[config.mk]
export PLATFORM = sky130hd
export DESIGN_NAME = adc3w_reader
export DESIGN_NICKNAME = d
export VERILOG_FILES = /design/src/rtl/adc3w_pkg.sv /design/src/rtl/adc3w_sclk_gen.sv /design/src/rtl/adc3w_capture.sv /design/src/rtl/adc3w_ctrl.sv /design/src/rtl/adc3w_reader.sv
export SDC_FILE = /design/constraint.sdc
export NUM_CORES = 1
export LEC_CHECK = 0
export ABC_CLOCK_PERIOD_IN_PS = 2600
export BUFFER_PORTS_ARGS = -buffer_cell sky130_fd_sc_hd__buf_2
export CORE_MARGIN = 2
export CORE_UTILIZATION = 60
export CTS_BUF_LIST = sky130_fd_sc_hd__clkbuf_8
export DETAILED_ROUTE_END_ITERATION = 10
export PLACE_DENSITY = 0.8
export SYNTH_ARGS = -nofsm -noshare
export SYNTH_HDL_FRONTEND = slang
export SYNTH_SLANG_ARGS = --single-unit
export TNS_END_PERCENT = 50
[constraint.sdc]
create_clock -name clk -period 2.6 [get_ports clk]
set_clock_uncertainty 0.15 [all_clocks]
set_input_delay 0.52 -clock clk [delete_from_list [all_inputs] [get_ports clk]]
set_output_delay 0.52 -clock clk [all_outputs]
set_load 0.01 [all_outputs]
[src/rtl/adc3w_pkg.sv]
// Shared types for the three-wire ADC reader.
package adc3w_pkg;
    // Controller phases: idle, shifting, waiting for sclk high, quiet gap.
    typedef enum logic [1:0] {
        ST_IDLE = 2'd0,
        ST_XFER = 2'd1,
        ST_TAIL = 2'd2,
        ST_GAP  = 2'd3
    } rd_state_e;
endpackage

[src/rtl/adc3w_sclk_gen.sv]
// Serial clock generator.
// Toggles sclk_o every HALF_DIV system clocks while run_i is high and holds
// it high otherwise. fall_o and rise_o mark the system clock edge at which
// sclk_o changes. Assumes run_i is only dropped while sclk_o is high.
module adc3w_sclk_gen #(
    parameter int HALF_DIV = 2
) (
    input  logic clk,
    input  logic rst_n,
    input  logic run_i,
    output logic sclk_o,
    output logic fall_o,
    output logic rise_o
);
    localparam int CW = $clog2(HALF_DIV) + 1;
    localparam logic [CW-1:0] TERM = CW'(HALF_DIV - 1);

    logic [CW-1:0] cnt_q;
    logic          tick;

    assign tick   = run_i && (cnt_q == TERM);
    assign fall_o = tick && sclk_o;
    assign rise_o = tick && !sclk_o;

    // Divider counter and serial clock level.
    always_ff @(posedge clk) begin
        if (!rst_n || !run_i) begin
            cnt_q  <= '0;
            sclk_o <= 1'b1;
        end else if (cnt_q == TERM) begin
            cnt_q  <= '0;
            sclk_o <= ~sclk_o;
        end else begin
            cnt_q  <= cnt_q + 1'b1;
        end
    end

    // the level moves only on a divider terminal count.
    a_r3_toggle_on_tick: assert property (@(posedge clk) disable iff (!rst_n)
        (run_i && cnt_q != TERM) |=> $stable(sclk_o));
    // generator parked means clock high.
    a_r4_parked_high: assert property (@(posedge clk) disable iff (!rst_n)
        !run_i |=> sclk_o);
endmodule

[src/rtl/adc3w_capture.sv]
// Serial capture path.
// Counts serial falls since the transfer opened and skips the preamble.
// Shifts in DATA_W bits, MSB first, on the chosen edge. done_o stays high
// once the word is full, until clear_i. Assumes the converter updates the
// line just after each serial fall.
module adc3w_capture #(
    parameter int DATA_W       = 16,
    parameter int PRE_CYC      = 5,
    parameter bit CAPTURE_FALL = 1'b1
) (
    input  logic              clk,
    input  logic              rst_n,
    input  logic              clear_i,
    input  logic              fall_i,
    input  logic              rise_i,
    input  logic              sdata_i,
    output logic [DATA_W-1:0] word_o,
    output logic              done_o
);
    localparam int NFW = $clog2(PRE_CYC + DATA_W + 3) + 1;
    localparam int BW  = $clog2(DATA_W + 1);
    localparam logic [NFW-1:0] FIRST_DATA = NFW'(PRE_CYC + 1);
    localparam logic [BW-1:0]  FULL       = BW'(DATA_W);

    logic [NFW-1:0]    nfall_q;
    logic [BW-1:0]     nbit_q;
    logic [DATA_W-1:0] shreg_q;
    logic              cap;

    // Capture strobe picks the edge: the next fall, or the rise mid-bit.
    generate
        if (CAPTURE_FALL) begin : g_fall
            assign cap = fall_i && (nfall_q >= FIRST_DATA) && (nbit_q < FULL);
        end else begin : g_rise
            assign cap = rise_i && (nfall_q >= FIRST_DATA) && (nbit_q < FULL);
        end
    endgenerate

    // Serial fall counter for the open transfer.
    always_ff @(posedge clk) begin
        if (!rst_n || clear_i) begin
            nfall_q <= '0;
        end else if (fall_i) begin
            nfall_q <= nfall_q + 1'b1;
        end
    end

    // Shift register and bit count.
    always_ff @(posedge clk) begin
        if (!rst_n || clear_i) begin
            nbit_q  <= '0;
            shreg_q <= '0;
        end else if (cap) begin
            nbit_q  <= nbit_q + 1'b1;
            shreg_q <= {shreg_q[DATA_W-2:0], sdata_i};
        end
    end

    assign word_o = shreg_q;
    assign done_o = (nbit_q == FULL);

    // never more than DATA_W bits taken.
    a_r5_bit_limit: assert property (@(posedge clk) disable iff (!rst_n)
        nbit_q <= FULL);
    // no bit is taken while the preamble is running.
    a_r5_no_early_capture: assert property (@(posedge clk) disable iff (!rst_n)
        (nfall_q < FIRST_DATA) |=> $stable(nbit_q) || nbit_q == '0);
endmodule

[src/rtl/adc3w_ctrl.sv]
// Transfer sequencer.
// Opens a transfer on a request while idle and runs the serial clock until
// the capture path is full. It then lets the clock return high, closes
// chip-select and asks for the sample load. A quiet gap of 2*HALF_DIV clocks
// follows. Requests outside idle are ignored.
module adc3w_ctrl
    import adc3w_pkg::*;
#(
    parameter int HALF_DIV = 2
) (
    input  logic clk,
    input  logic rst_n,
    input  logic req_i,
    input  logic sclk_i,
    input  logic done_i,
    output logic cs_n_o,
    output logic busy_o,
    output logic run_o,
    output logic clear_o,
    output logic load_o
);
    localparam int GAP_LEN = 2 * HALF_DIV;
    localparam int GW      = $clog2(GAP_LEN + 1);
    localparam logic [GW-1:0] GAP_LAST = GW'(GAP_LEN - 1);

    rd_state_e     state_q;
    logic [GW-1:0] gap_q;

    // Phase register.
    always_ff @(posedge clk) begin
        if (!rst_n) begin
            state_q <= ST_IDLE;
        end else begin
            unique case (state_q)
                ST_IDLE: if (req_i)          state_q <= ST_XFER;
                ST_XFER: if (done_i)         state_q <= ST_TAIL;
                ST_TAIL: if (sclk_i)         state_q <= ST_GAP;
                ST_GAP:  if (gap_q == GAP_LAST) state_q <= ST_IDLE;
                default:                     state_q <= ST_IDLE;
            endcase
        end
    end

    // Gap timer, counting only in the quiet phase.
    always_ff @(posedge clk) begin
        if (!rst_n || state_q != ST_GAP) begin
            gap_q <= '0;
        end else begin
            gap_q <= gap_q + 1'b1;
        end
    end

    assign cs_n_o  = (state_q == ST_IDLE) || (state_q == ST_GAP);
    assign busy_o  = (state_q != ST_IDLE);
    assign run_o   = (state_q == ST_XFER) || (state_q == ST_TAIL && !sclk_i);
    assign clear_o = (state_q == ST_IDLE);
    assign load_o  = (state_q == ST_TAIL) && sclk_i;

    // idle request opens the transfer.
    a_r2_start: assert property (@(posedge clk) disable iff (!rst_n)
        (state_q == ST_IDLE && req_i) |=> (!cs_n_o && busy_o));
    // chip-select low implies busy.
    a_r9_busy_cover: assert property (@(posedge clk) disable iff (!rst_n)
        !cs_n_o |-> busy_o);
    // the gap cannot be cut short.
    a_r10_gap_hold: assert property (@(posedge clk) disable iff (!rst_n)
        (state_q == ST_GAP && gap_q != GAP_LAST) |=> cs_n_o);
endmodule

[src/rtl/adc3w_reader.sv]
// Three-wire serial ADC reader, top level.
// Ties the sequencer, serial clock generator and capture path together and
// holds the signed output sample. Assumes the converter drives sdata_i low
// after the preamble, then MSB first, updating just after each serial fall.
module adc3w_reader #(
    parameter int DATA_W       = 16,
    parameter int PRE_CYC      = 5,
    parameter int HALF_DIV     = 2,
    parameter bit CAPTURE_FALL = 1'b1
) (
    input  logic                     clk,
    input  logic                     rst_n,
    input  logic                     req_i,
    input  logic                     sdata_i,
    output logic                     cs_n_o,
    output logic                     sclk_o,
    output logic                     busy_o,
    output logic                     valid_o,
    output logic signed [DATA_W-1:0] data_o
);
    logic              run, clear, load, done, fall, rise;
    logic [DATA_W-1:0] word;

    adc3w_ctrl #(.HALF_DIV(HALF_DIV)) u_ctrl (
        .clk(clk), .rst_n(rst_n), .req_i(req_i), .sclk_i(sclk_o),
        .done_i(done), .cs_n_o(cs_n_o), .busy_o(busy_o), .run_o(run),
        .clear_o(clear), .load_o(load)
    );

    adc3w_sclk_gen #(.HALF_DIV(HALF_DIV)) u_sclk (
        .clk(clk), .rst_n(rst_n), .run_i(run), .sclk_o(sclk_o),
        .fall_o(fall), .rise_o(rise)
    );

    adc3w_capture #(
        .DATA_W(DATA_W), .PRE_CYC(PRE_CYC), .CAPTURE_FALL(CAPTURE_FALL)
    ) u_cap (
        .clk(clk), .rst_n(rst_n), .clear_i(clear), .fall_i(fall),
        .rise_i(rise), .sdata_i(sdata_i), .word_o(word), .done_o(done)
    );

    // Output sample register and valid strobe.
    always_ff @(posedge clk) begin
        if (!rst_n) begin
            data_o  <= '0;
            valid_o <= 1'b0;
        end else begin
            valid_o <= load;
            if (load) data_o <= $signed(word);
        end
    end

    // clock idles high outside a transfer.
    a_r4_idle_high: assert property (@(posedge clk) disable iff (!rst_n)
        cs_n_o |-> sclk_o);
    // strobe lasts one cycle.
    a_r7_valid_pulse: assert property (@(posedge clk) disable iff (!rst_n)
        valid_o |=> !valid_o);
    // sample only moves with the strobe.
    a_r7_data_hold: assert property (@(posedge clk) disable iff (!rst_n)
        !valid_o |-> $stable(data_o));
    // chip-select rises only with the clock high.
    a_r11_close_high: assert property (@(posedge clk) disable iff (!rst_n)
        $rose(cs_n_o) |-> sclk_o);
endmodule

* Word level (Yosys, flattened, before mapping)
Index checks and enable logic that the tools add are counted.
** Storage, ports and cells
- Output and inout port bits :: 20
- Logic and storage cells :: 50
- Input bits :: 4
- Bits in registers :: 52
** Operators by class
- Reductions and logical operators :: 18
- Bitwise logic cells :: 1
- Equality and inequality tests :: 11
- Muxes and demuxes :: 5
- $lt $le $gt $ge :: 2
- Add/subtract/negate cells :: 4
** Operators with widths (count)
- two-way mux 2 bit :: 4
- case mux 2 bit (4 select lines) :: 1
- adder 6 x 1 -> 6 bit, second input constant :: 1
- >= comparator 6 x 3 -> 1 bit, second input constant :: 1
- logical AND 1 bit :: 6
- != test 2 bit, second input constant :: 3
- adder 5 x 1 -> 5 bit, second input constant :: 1
- == test 5 bit, second input constant :: 1
- logical OR 1 bit :: 5
- less-than comparator 5 bit, second input constant :: 1
- == test 2 x 1 -> 1 bit, second input constant :: 2
- == test 2 bit, second input constant :: 2
- != test 2 x 1 -> 1 bit, second input constant :: 2
- AND reduction 4 bit :: 1
- adder 3 x 1 -> 3 bit, second input constant :: 1
- == test 3 x 2 -> 1 bit, second input constant :: 1
- zero test 1 bit :: 3
- adder 2 x 1 -> 2 bit, second input constant :: 1
- zero test 2 bit :: 1
- nonzero test 2 bit :: 1
- OR reduction 2 bit :: 1
- NOT 1 bit :: 1

* Depth between registers and ports, before layout
- Depth after elaboration :: 7
- Gate-level depth with buffers :: 7
- Gate-level depth less buffers :: 6

* Modules after synthesis
A second synthesis with hierarchy kept.
** Unflattened totals
- Cells, all modules :: 232
- Area, all modules :: 2224.6 um^2
** By module, submodules not included
- adc3w_capture :: times used 1, sequential area each 540.5 um^2, cells an instance 132, area each 1134.8 um^2
- adc3w_reader :: times used 1, sequential area each 340.3 um^2, cells an instance 53, area each 643.1 um^2
- adc3w_ctrl :: times used 1, sequential area each 100.1 um^2, cells an instance 34, area each 327.8 um^2
- adc3w_sclk_gen :: times used 1, sequential area each 60.1 um^2, cells an instance 13, area each 118.9 um^2

* Least setup slack after synthesis
OpenSTA, ideal clock, no wires.
- Kind :: register to register
- Start :: reg u_ctrl.state_q[1]
- End :: reg u_cap.nbit_q[3]
- Data required time :: 2.379 ns
- Cell stages (with the launch flop) :: 7
- Period minus slack after synthesis :: 1.761 ns
- Arrival time :: 1.540 ns
- Path buffers :: 0
- Path slack :: 0.839 ns
- Library setup time :: 0.071 ns
- Cells stage by stage :: dfxtp_1 > inv_1 > ha_1 > nand3_2 > a211o_1 > or3_1 > a21oi_1
** Between the ends
- Longest elaborated chain between the ends :: 7
- Elaborated cells on any way between the ends :: 10
- Those cells by class :: 2 x eq/ne; 8 x reduce/logical
** Ends and longest elaborated chain
- from (decl) :: line adc3w_ctrl.sv:26 : rd_state_e state_q;
- from (signal assigned) :: line adc3w_ctrl.sv:32 : state_q <= ST_IDLE;
- from (signal assigned) :: line adc3w_ctrl.sv:35 : ST_IDLE: if (req_i) state_q <= ST_XFER;
- from (signal assigned) :: line adc3w_ctrl.sv:36 : ST_XFER: if (done_i) state_q <= ST_TAIL;
- == test 2 bit :: line adc3w_ctrl.sv:55 : assign run_o = (state_q == ST_XFER) || (state_q == ST_TAIL && !sclk_i);
- logical AND 1 bit :: line adc3w_ctrl.sv:55
- logical OR 1 bit :: line adc3w_ctrl.sv:55
- logical AND 1 bit :: line adc3w_sclk_gen.sv:21 : assign tick = run_i && (cnt_q == TERM);
- logical AND 1 bit :: line adc3w_sclk_gen.sv:22 : assign fall_o = tick && sclk_o;
- logical AND 1 bit (2 in series) :: line adc3w_capture.sv:33 : assign cap = fall_i && (nfall_q >= FIRST_DATA) && (nbit_q < FULL);
- to (signal assigned) :: line adc3w_capture.sv:54 : nbit_q <= nbit_q + 1'b1;
- to (decl) :: line adc3w_capture.sv:26 : logic [BW-1:0] nbit_q;
Parallel ways exist; a longest one is shown, timed or not.
A chain may end at the register's enable or synchronous reset.

* Worst setup path after layout
Same ends and word-level chain as after synthesis.

==> results.md <==
- The combined area of the multi-input logic cells is 956 um2.
- The longest clock path from root to sink contains 2 buffers.
- At the later pin of the worst-skew pair, clock insertion delay measures ~320 ps.
- The total power per unit cell area is roughly 700 mW/mm2.
- In the layout the commonest cells are 52 x sky130_fd_sc_hd__dfxtp_1, 51 x sky130_fd_sc_hd__nand2_1, 23 x sky130_fd_sc_hd__buf_2.
- The final-report hold violation count is 0.
- Summing all placed instances gives a cell area of roughly 0.0022 mm2.
- After synthesis, flip-flops and latches occupy 49.8% of the total area.
- The number of setup buffers added after CTS is 0.
- Summing all flip-flop and latch instances after layout gives roughly 0.0010 mm2.
- The number of detailed-route iterations in the first pass is 7.
- The weighted congestion reported at the end of routability-driven placement is 0.768.
- The final sum of negative setup slack is 0 ps.
- VDD sags by at most about 420 uV.
- In this run the tightest slew margin relative to its limit is around 63%.
- The CTS root buffer is sky130_fd_sc_hd__clkbuf_8.
- The remaining antenna violation count after routing is 0.
- The data arrival time of the worst path is between 2000 and 2500 ps.
- The total wire length after detailed routing is about 3500 um.
- The cell at the slowest stage of the critical path is sky130_fd_sc_hd__a211o_1.
- The post-layout utilization of the core is between 60% and 70%.
- Counting flops with an async set or reset pin after synthesis yields a share of 0%.
- The number of antenna violations at the first check in global routing is 0.
- The CTS tree is built.
- Dividing the detail-routed via count by the number of cells gives 5.25.
- The tool flagged a number of max-cap violations equal to 0.
- The number of diodes added for antenna fixing is 0.
- The number of enable-type register cells in the synthesized netlist is 0.
- The number of nets handed over by synthesis was roughly 260.
- Setup violations remaining at the end of the flow were counted as 0.
- The number of levels the H-tree was split into is 2.
- Of the cells placed in the final design, the portion with a size suffix greater than 1 is 13.8%.
- Summed over all layers, the global routing overflow is 0.
- The share of the synthesized area in the top cell type is between 40 and 50%.
- Row generation in the floorplan step produced 21 rows.
- From bottom edge to top edge, the die measures about 63 um.
- The initial utilization of the core area, before any placement, comes to roughly 63%.
- For this design the static power due to leakage is 0.875 nW.
- Fill cells in the final layout number about 270.
- The post-detailed-placement half-perimeter wirelength is 2400 um.
- The number of clock sinks is between 50 and 60.
- From synthesis to final layout, the design area changed by 10.4%.
- A synthesized cell averages 8.67 um2.
- In the post-synthesis netlist, the biggest area contributors are sky130_fd_sc_hd__dfxtp_1 50%, sky130_fd_sc_hd__nand2_1 9.2%, sky130_fd_sc_hd__ha_1 6.6%.
- The required time reported for the critical path endpoint is between 2000 and 3000 ps.
- After clock tree synthesis, the flow added hold-fix buffers numbering 0.
- By startpoint and endpoint, the worst setup path is classified as reg2reg.
- After synthesis the netlist holds a flip-flop and latch count of 52.
- The library cell used most frequently in the layout, excluding fill and tap cells, is sky130_fd_sc_hd__dfxtp_1.
- The largest incremental delay on the critical path is approximately 460 ps.
- The number of design rule violations left after detail routing is 0.
- The core box area is approximately 0.0033 mm2.
- The via count of the first global-routing pass is roughly 1400.
- Timing would allow up to between 0.4 and 0.5 GHz.
- Synthesis produced a netlist whose cell count is 241.
- Counting distinct cell types in the post-synthesis netlist gives 31.
- The share of the clock period used by the worst path is roughly four fifths.
- Walking the worst path, the cells encountered are inv_1, ha_1, nand3_2, a211o_1, or3_1, a21oi_1.
- The completed layout was analyzed and its total power is approximately 1.6 mW.
- The clock-pin slew on the worst setup and hold paths is around 90 ps.
- The first global-routing pass estimated 6400 um of wire.
- The maximum fanout along the worst path is 16.
- After the first detailed-routing iteration, the DRC count stood at 74.
- The total via count in the routed design is 1606.
- In this run the horizontal extent of the chip is roughly 63 um.
- In this run the worst hold path is classified as in2reg.
- Yosys printed 0 warnings.
- STA classifies the critical path endpoint as a register.
- The most common flop cell mapped by yosys is sky130_fd_sc_hd__dfxtp_1.
- Gates resized during post-CTS repair numbered 0.
- The synthesized design spends more area on one cell type than any other, namely sky130_fd_sc_hd__dfxtp_1.
- The pin slew with the least headroom to its limit is 548 ps.
- The post-synthesis instance area is roughly 0.0021 mm2.
- The net count of the finished layout is 274.
- During placement, the flow inserted port buffers numbering 23.
- The area of the die is around 0.004 mm2.
- The minimum clock period after layout is just over 2000 ps.
- Pin placement for this block handled 24 I/O pins.
- Summing all non-filler instances in the final layout gives an area of 0.00231 mm2.
- The reg-to-reg setup timing slack is about 540 ps.
- The flow ran to the end, and the final reports show no timing, DRC or antenna violations.
- Entering global routing, the biggest net connects 28 pins.
- Setup repair after global routing left no endpoint under its margin.
- STA classifies the critical path startpoint as a register.
- Global routing used around a fifth of the available tracks across all layers.
- The final count of pins violating max slew is 0.
- The mean routed wirelength per cell is about 11 um.
- The pre-CTS worst setup slack is between 500 and 600 ps.
- The number of clock buffers inserted by TritonCTS is 5.
- In the post-route analysis, the smallest setup slack over all paths is 544 ps.
## sequential cells by signal, summed over array words and instances, names as in the netlist
register	count
data_o	16
u_cap.word_o	16
u_cap.nfall_q	6
u_cap.nbit_q	5
u_ctrl.gap_q	3
u_ctrl.state_q	2
u_sclk.cnt_q	2
u_sclk.sclk_o	1
valid_o	1
## final timing paths
kind                                  end                      startpoint  cells past startpoint
min          u_cap.word_o[0]$_SDFFE_PP0P_                         sdata_i                      3
max reg2reg  u_cap.nbit_q[3]$_SDFFE_PP0P_  u_ctrl.state_q[1]$_SDFFE_PN0P_                      6
max          u_cap.nbit_q[3]$_SDFFE_PP0P_  u_ctrl.state_q[1]$_SDFFE_PN0P_                      6
min reg2reg    u_sclk.cnt_q[0]$_SDFF_PP0_      u_sclk.cnt_q[0]$_SDFF_PP0_                      1
## final cells by class
cell class | count | area share, %
clock buffer | 5 | 2.98
clock inverter | 3 | 0.868
inverter | 9 | 1.46
multi-input combinational | 166 | 41.4
sequential | 52 | 45.1
tap | 46 | 2.49
timing repair buffer | 25 | 5.64
## Yosys cell counts, types with 2 or more instances
master,n
sky130_fd_sc_hd__a21boi_0,16
sky130_fd_sc_hd__a21oi_1,4
sky130_fd_sc_hd__and3_1,4
sky130_fd_sc_hd__buf_2,5
sky130_fd_sc_hd__clkbuf_1,8
sky130_fd_sc_hd__dfxtp_1,52
sky130_fd_sc_hd__ha_1,11
sky130_fd_sc_hd__inv_1,9
sky130_fd_sc_hd__nand2_1,51
sky130_fd_sc_hd__nand3_1,19
sky130_fd_sc_hd__nand4_1,2
sky130_fd_sc_hd__nor2_1,13
sky130_fd_sc_hd__nor2b_1,5
sky130_fd_sc_hd__nor3_1,2
sky130_fd_sc_hd__o21ai_0,18
sky130_fd_sc_hd__o21ai_1,4
sky130_fd_sc_hd__xor2_1,4
## stage by stage
step,std cells,hold WS (ps)
final,306,267
after global routing,306,297
after CTS,306,262
after detailed placement,298,265
after global placement,298,261
after floorplan,241,247
## kinds of logic after synthesis
group / synth area share [%]
and+or+nand+nor: 21.4
adders and majority gates: 6.59
DFF: 49.8
xor gates and xnor gates: 2.10
buffers and inverters: 4.43
AOI/OAI and AO/OA: 15.6
## where the power goes
part           internal (mW)  switching [mW]  total [mW]
sequential             0.818          0.0177       0.836
combinational         0.0948           0.218       0.313
clock                  0.188           0.266       0.454
## critical path, delay by kind of cell, from the launching register on
| kind | cells | cell delay, ps |
|---|---|---|
| compound gates | 2 | 600 |
| fa+ha+maj | 1 | 260 |
| simple gates | 2 | 540 |
| flops | 1 | 350 |
| buf+inv | 1 | 90 |
## per-layer routing
| layer | track usage (%) | share of wire, % |
|---|---|---|
| met4 | 12.8 | 2.4 |
| met2 | 31.3 | 44 |
| met5 | 0 | 0 |
| met1 | 26.7 | 50 |
| met3 | 4.86 | 4.2 |
No activity file was read; power rests on OpenSTA's default activity.
